==> config.mk <==
export PLATFORM = sky130hd
export DESIGN_NAME = rx_err_filter_buf
export DESIGN_NICKNAME = d
export VERILOG_FILES = /design/src/rtl/rx_err_filter_buf.sv
export SDC_FILE = /design/constraint.sdc
export NUM_CORES = 2
export LEC_CHECK = 0
export BUFFER_PORTS_ARGS = -buffer_cell sky130_fd_sc_hd__buf_2
export CAP_MARGIN = 5
export CORE_UTILIZATION = 35
export CTS_CLUSTER_SIZE = 20
export DETAILED_ROUTE_END_ITERATION = 8
export REMOVE_ABC_BUFFERS = 1
export SLEW_MARGIN = 10
export SYNTH_ARGS = -nofsm -noshare
export SYNTH_HDL_FRONTEND = slang
export SYNTH_MEMORY_MAX_BITS = 65536
export SYNTH_SLANG_ARGS = --single-unit
==> constraint.sdc <==
create_clock -name clk -period 4.72 [get_ports clk]
set_clock_uncertainty 0.2 [all_clocks]
set_input_delay 0.236 -clock clk [delete_from_list [all_inputs] [get_ports clk]]
set_output_delay 0.236 -clock clk [all_outputs]
set_load 0.005 [all_outputs]
==> src/rtl/rx_err_filter_buf.sv <==
module rx_err_filter_buf #(
  parameter int DEPTH = 512,
  parameter int DW    = 8,
  parameter int CNT_W = 32
) (
  input  logic                       clk,
  input  logic                       rst_n,
  input  logic                       cnt_clr,
  input  logic                       in_valid,
  input  logic [DW-1:0]              in_data,
  input  logic                       in_ovr,
  input  logic                       in_par,
  input  logic                       in_frm,
  input  logic                       in_brk,
  output logic                       rd_valid,
  input  logic                       rd_ready,
  output logic [DW-1:0]              rd_data,
  output logic [$clog2(DEPTH+1)-1:0] fill,
  output logic [CNT_W-1:0]           par_errs,
  output logic [CNT_W-1:0]           frm_errs,
  output logic [CNT_W-1:0]           ovr_errs,
  output logic                       batch_done
);
  localparam int CELLS = DEPTH + 1;
  localparam int PW    = $clog2(CELLS);
  localparam logic [PW-1:0] LAST = PW'(DEPTH);

  logic [DW-1:0] mem [CELLS];
  logic [PW-1:0] wp, rp, wp_nx, rp_nx;
  logic          err, full, push, pop, seen;

  assign err      = in_ovr | in_par | in_frm | in_brk;
  assign wp_nx    = (wp == LAST) ? '0 : wp + 1'b1;
  assign rp_nx    = (rp == LAST) ? '0 : rp + 1'b1;
  assign full     = (wp_nx == rp);
  assign rd_valid = (wp != rp);
  assign rd_data  = mem[rp];
  assign push     = in_valid & ~err & ~full;
  assign pop      = rd_valid & rd_ready;
  assign fill     = (wp >= rp) ? wp - rp : wp - rp + PW'(CELLS);

  always_ff @(posedge clk)
    if (push) mem[wp] <= in_data;

  always_ff @(posedge clk or negedge rst_n)
    if (!rst_n) begin
      wp <= '0;
      rp <= '0;
    end else begin
      if (push) wp <= wp_nx;
      if (pop)  rp <= rp_nx;
    end

  always_ff @(posedge clk or negedge rst_n)
    if (!rst_n) begin
      par_errs <= '0;
      frm_errs <= '0;
      ovr_errs <= '0;
    end else if (cnt_clr) begin
      par_errs <= '0;
      frm_errs <= '0;
      ovr_errs <= '0;
    end else if (in_valid) begin
      if (in_par && par_errs != '1) par_errs <= par_errs + 1'b1;
      if (in_frm && frm_errs != '1) frm_errs <= frm_errs + 1'b1;
      if (in_ovr && ovr_errs != '1) ovr_errs <= ovr_errs + 1'b1;
    end

  always_ff @(posedge clk or negedge rst_n)
    if (!rst_n) begin
      seen       <= 1'b0;
      batch_done <= 1'b0;
    end else begin
      seen       <= in_valid;
      batch_done <= seen & ~in_valid;
    end

  AST_ERR_NOT_STORED: assert property (@(posedge clk) disable iff (!rst_n)
    (in_valid && err) |=> (fill == $past(fill) - PW'($past(pop))));
  AST_BREAK_UNCOUNTED: assert property (@(posedge clk) disable iff (!rst_n)
    (in_valid && in_brk && !in_par && !in_frm && !in_ovr && !cnt_clr)
      |=> ($stable(par_errs) && $stable(frm_errs) && $stable(ovr_errs)));
  AST_FILL_BOUND: assert property (@(posedge clk) disable iff (!rst_n)
    fill <= PW'(DEPTH));
  AST_FULL_REFUSES: assert property (@(posedge clk) disable iff (!rst_n)
    (fill == PW'(DEPTH) && in_valid && !err) |=> (fill == PW'(DEPTH) - PW'($past(pop))));
  AST_SAT_HOLD: assert property (@(posedge clk) disable iff (!rst_n)
    (par_errs == '1 && !cnt_clr) |=> (par_errs == '1));
  AST_PULSE_SINGLE: assert property (@(posedge clk) disable iff (!rst_n)
    batch_done |=> !batch_done);
endmodule

# [After elaboration in Yosys (flattened, before gate mapping)]
# Memories as Yosys holds them, arrays and structs flattened.
# Index checks and enable logic that the tools add are counted.
[word_totals] register_bits=118 output_inout_bits=116 elab_cells=57 memories=1 inputBits=17 mem_bits_rw=4104
[mem_list] name="mem" words=513 width=8 rd=1 rd_clocked_by_memory_dff=0 write_ports=1 line_no="28" rtl="logic [DW-1:0] mem [CELLS];"
[classes] mux=14 eq_ne=7 reduce_logical=10 n_bitwise=10 order_cmp=1 add_sub_neg=7
[ops] operator="32-bit 2-to-1 mux" count=9
[ops] operator="32-bit by 1-bit adder with 32-bit output (second input constant)" count=3
[ops] operator="32-bit != test (second input constant)" count=3
[ops] operator="10-bit 2-to-1 mux" count=3
[ops] operator="10-bit by 1-bit adder with 10-bit output (second input constant)" count=2
[ops] operator="10-bit equality test (second input constant)" count=2
[ops] operator="10-bit adder (second input constant)" count=1
[ops] operator="10-bit equality test" count=1
[ops] operator="10-bit >= comparator" count=1
[ops] operator="10-bit != test" count=1
[ops] operator="10-bit subtractor" count=1
[ops] operator="2-bit nonzero test" count=4
[ops] operator="2-bit AND reduction" count=3
[ops] operator="1-bit bitwise AND" count=4
[ops] operator="1-bit logical AND" count=3
[ops] operator="1-bit inverter" count=3
[ops] operator="1-bit OR" count=3
[ops] operator="1-bit 2-to-1 mux" count=2

# [Longest topological paths before layout]
[depth] word_depth=8 mapped_depth=16 ltp_nobuf=11

# [Least setup slack after synthesis]
# No wires, ideal clock.
[synth_path] path_kind="register to output" startpoint="reg rp[3]" endpoint="out fill[9]" n_path_buf=5 slack_ps=986 t_required_ps=4284 arrival_ps=3298 stages_incl_launch_ff=15 cell_sequence="dfrtp_1 -> buf_2 -> inv_2 -> buf_2 -> buf_2 -> buf_2 -> buf_2 -> ha_1 -> o21ai_0 -> nand2b_1 -> a311oi_1 -> xnor2_1 -> nand3_1 -> o41ai_1 -> xnor2_1"
[synth_between] elab_chain_len=3 elab_cells_between_ends=4 cone_classes="add/sub: 2; order compare: 1; mux: 1"
[synth_rtl] item="start, declared" line_no="29" rtl="logic [PW-1:0] wp, rp, wp_nx, rp_nx;"
[synth_rtl] item="start signal, assigned" line_no="51" rtl="if (pop) rp <= rp_nx;"
[synth_rtl] item="10-bit subtractor" line_no="40" rtl="assign fill = (wp >= rp) ? wp - rp : wp - rp + PW'(CELLS);"
[synth_rtl] item="10-bit adder" line_no="40"
[synth_rtl] item="10-bit 2-to-1 mux (*)" line_no="40"
[synth_rtl] item="end, declared" line_no="18" rtl="output logic [$clog2(DEPTH+1)-1:0] fill,"
# Mark *: on every way between the ends. The rest lies on a longest branch, timed or not.

# [Final worst setup path]
[layout_path] startpoint="reg rp[0]" endpoint="out rd_data[1]"
[layout_between] elab_chain_len=1
[layout_rtl] item="memory read 513 x 8 bit"
[layout_rtl] item="end, declared" line_no="17" rtl="output logic [DW-1:0] rd_data,"
# Every way passes these cells.

==> flow_summary.json <==
{
  "synth-xor-area-share_pct": 0.652,
  "crit_type": "reg2out",
  "synthAdderAreaFrac_pct": 0.163,
  "synth_warnings": 0,
  "cp.arrival_ns": 4.80,
  "period_share_pct": 111,
  "antenna_found_initial": 23,
  "cp.required_ns": 4.28,
  "synthArstFlopShare_pct": 2.79,
  "worst-path-buf-inv": 7,
  "routedWlPerCell_um": 31.0,
  "cts_max_level": 5,
  "relSlewSlack_pct": 19.0,
  "reg2reg_from": "wp[0]",
  "synth-seq-cells": 4222,
  "worstMarginPinSlew_ns": 1.21,
  "gp_congestion": 0.898,
  "numCtsBuffers": 422,
  "final_common_cell": "edfxtp_1",
  "cts.sinks": 4222,
  "syn_avg_cell_area_um2": 20.6,
  "hp-start": "in_data[0]",
  "dp_hpwl_mm": 310,
  "status": "finished with violations",
  "cts_tree": "done",
  "crit_path_max_fanout": 6,
  "layout-drive-gt1-share_pct": 31.6,
  "ys.flop_type": "edfxtp_1",
  "crit_path_start_kind": "flop",
  "chipWidth_um": 691,
  "crit_family": "buffers and inverters",
  "num_rows": 252,
  "holdCritPathClass": "in2reg",
  "final_cell_mix": "edfxtp_1 (4,104), mux4_2 (1,066), buf_4 (728)",
  "place_inst": 14706,
  "rr_endpoint": "mem[235][7]",
  "grt_max_degree": 193,
  "path_clk_slew_ns": 0.06,
  "slew_viol_final": 0,
  "synth.distinct_cells": 77,
  "drc": 0,
  "worst_slack_ns": -0.519,
  "io_buffers": 132,
  "fillers": 40689,
  "seq_area_frac_synth_pct": 76.0,
  "syn2layout_area_growth_pct": 18.7,
  "grt_pass1_wl_mm": 684,
  "syn_area_um2": 166000,
  "setup_viol": 11,
  "min_period_ns": 5.24,
  "detail-route-antenna-nets": 0,
  "via_per_inst": 5.63,
  "boundaryPins": 133,
  "dieArea_um2": 477000,
  "slowest_delay_ns": 0.55,
  "core_area_um2": 472000,
  "routed_wl_mm": 487,
  "max_cap_viol_count": 0,
  "drt_iter0_drc": 11825,
  "clk_latency_ns": 1.01,
  "whs_ns": 0.0987,
  "rsz0062_at_grt": "true",
  "violations": "setup timing",
  "synthSimpleGateAreaFrac_pct": 3.81,
  "nNetsFinal": 9158,
  "slowest_stage": "mux4_2",
  "yosys-mux-area-fraction_pct": 15.4,
  "clock.fmax_mhz": 191,
  "synthCells": 8075,
  "power_density_nw_per_um2": 497,
  "rrSetupSlack_ns": 0.07,
  "vias": 88388,
  "whs_endpoint": "mem[404][0]",
  "cts_max_path_buffers": 4,
  "hold_path_depth": 2,
  "finalNonFillerCells": 15705,
  "root_buffer": "clkbuf_16",
  "synth_top_family_by_area": "multiplexers",
  "grt_remaining_overflow": 0,
  "irDropWorstVdd_mv": 0.593,
  "worst_setup_path_end_kind": "primary output",
  "synth_compound_area_share_pct": 2.29,
  "leakage_nw": 62.5,
  "crit_chain": "buf_12 > buf_16 > buf_16 > buf_8 > mux4_2 > nand3_2 > nand4_1 > a2111oi_4 > buf_4 > nand4_1 > nor3_4 > buf_6 > a221oi_4 > buf_2",
  "grt_pass1_vias": 88772,
  "start_util_pct": 35.2,
  "die_h_um": 691,
  "synth_edf_count": 4104,
  "drt_first_pass_iters": 7,
  "hold_viol": 0,
  "track_usage_pct": 19.9,
  "r2r_cells": 11
}
[area by class of cell]
type                       count  area, um^2  area share (%)
sequential                  4222      126000            64.1
multi-input combinational   3357       38500            19.5
clock buffer                 502       10900            5.54
timing repair buffer        1088       10800            5.46
tap                         6223        7790            3.95
clock inverter               270        2650            1.34
inverter                      29         134          0.0680
antenna                       14        35.0          0.0178
[power breakdown]
part           internal (mW)  switching, mW  total (mW)
registers               41.1          0.130        41.3
logic                   9.25           14.1        23.4
clock network           18.6           14.5        33.2
[metrics by stage]
| stage | TNS, ns | total power [mW] | instance area, um^2 | util (%) | worst slack [ns] |
|---|---|---|---|---|---|
| after floorplan | - | 53.1 | 163000 | - | -39.56 |
| after global placement | -2.29 | 62.7 | 179000 | 37.9 | -1.02 |
| after detailed placement | -1.88 | 62.8 | 179000 | 37.9 | -0.806 |
| after CTS | -3.36 | 97.6 | 196000 | 41.6 | -0.499 |
| after global routing | -4.07 | 100 | 197000 | 41.8 | -0.516 |
| final | -3.30 | 97.8 | 197000 | 41.8 | -0.519 |
[metal layers]
metal	wire length, um	track usage, %
met3	51800	4.90
met2	226000	31.3
met4	19900	6.94
met1	189000	27.0
met5	25	0
[registers in the layout (all words and copies together) (netlist names)]
name / count
mem: 4104
wp: 10
ovr_errs: 32
rp: 10
frm_errs: 32
par_errs: 32
batch_done: 1
seen: 1
[Yosys cell counts (all sizes together) (27+ instances only)]
cell type,number,area share [%]
mux4,1066,14
mux2i,131,0.79
and3,32,0.12
a221oi,55,0.29
xor2,78,0.41
a22oi,111,0.50
o22ai,28,0.11
edfxtp,4104,74
nor3,47,0.14
a21oi,100,0.30
nand4,61,0.23
nand3,146,0.44
nand2,308,0.70
xnor2,43,0.23
dfrtp,118,1.8
mux2,27,0.18
clkbuf,176,0.40
buf,291,1.2
nor2,717,1.6
a22o,46,0.24
inv,27,0.061
o21ai,90,0.27
[how the worst max path moves through the flow]
stage | from | end | slack [ns] | depth (start not counted)
2_1_floorplan | rp[0] | mem[173][0] | -39.56 | 6
3_3_place_gp | rp[0] | rd_data[1] | -1.02 | 15
3_5_place_dp | rp[0] | rd_data[1] | -0.81 | 14
4_1_cts | rp[0] | rd_data[1] | -0.50 | 15
5_1_grt | rp[0] | rd_data[1] | -0.52 | 14
6_report | rp[0] | rd_data[1] | -0.52 | 14
[logic make-up (layout without fill, tap and decap cells)]
| group | Yosys count | count (layout) |
|---|---|---|
| compound gates | 549 | 549 |
| flops | 4222 | 4222 |
| xor+xnor | 122 | 122 |
| simple gates | 1441 | 1441 |
| other cells | 0 | 14 |
| buf+inv | 496 | 1889 |
| mux | 1224 | 1224 |
| fa+ha+maj | 21 | 21 |
[timing repair]
item	CTS	global route
setup endpoints to repair	18	215
resized for setup	286	117
pin swaps	53	44
endpoints found under the hold margin	2608	0
hold buffers	23	0
buffers inserted	127	46
gates cloned	23	3
[worst reg2reg max path, cell delays in order, from the launching register on]
cell	delay [ns]
dfrtp_1	0.39
inv_1	0.22
ha_1	0.26
nor4b_4	0.52
nand4b_1	0.20
nor2_1	0.36
nor2_1	0.11
xnor2_1	0.14
a31o_1	0.31
or2_4	0.40
buf_12	0.22
nor2_1	0.87
No activity file was read; power rests on OpenSTA's default activity.
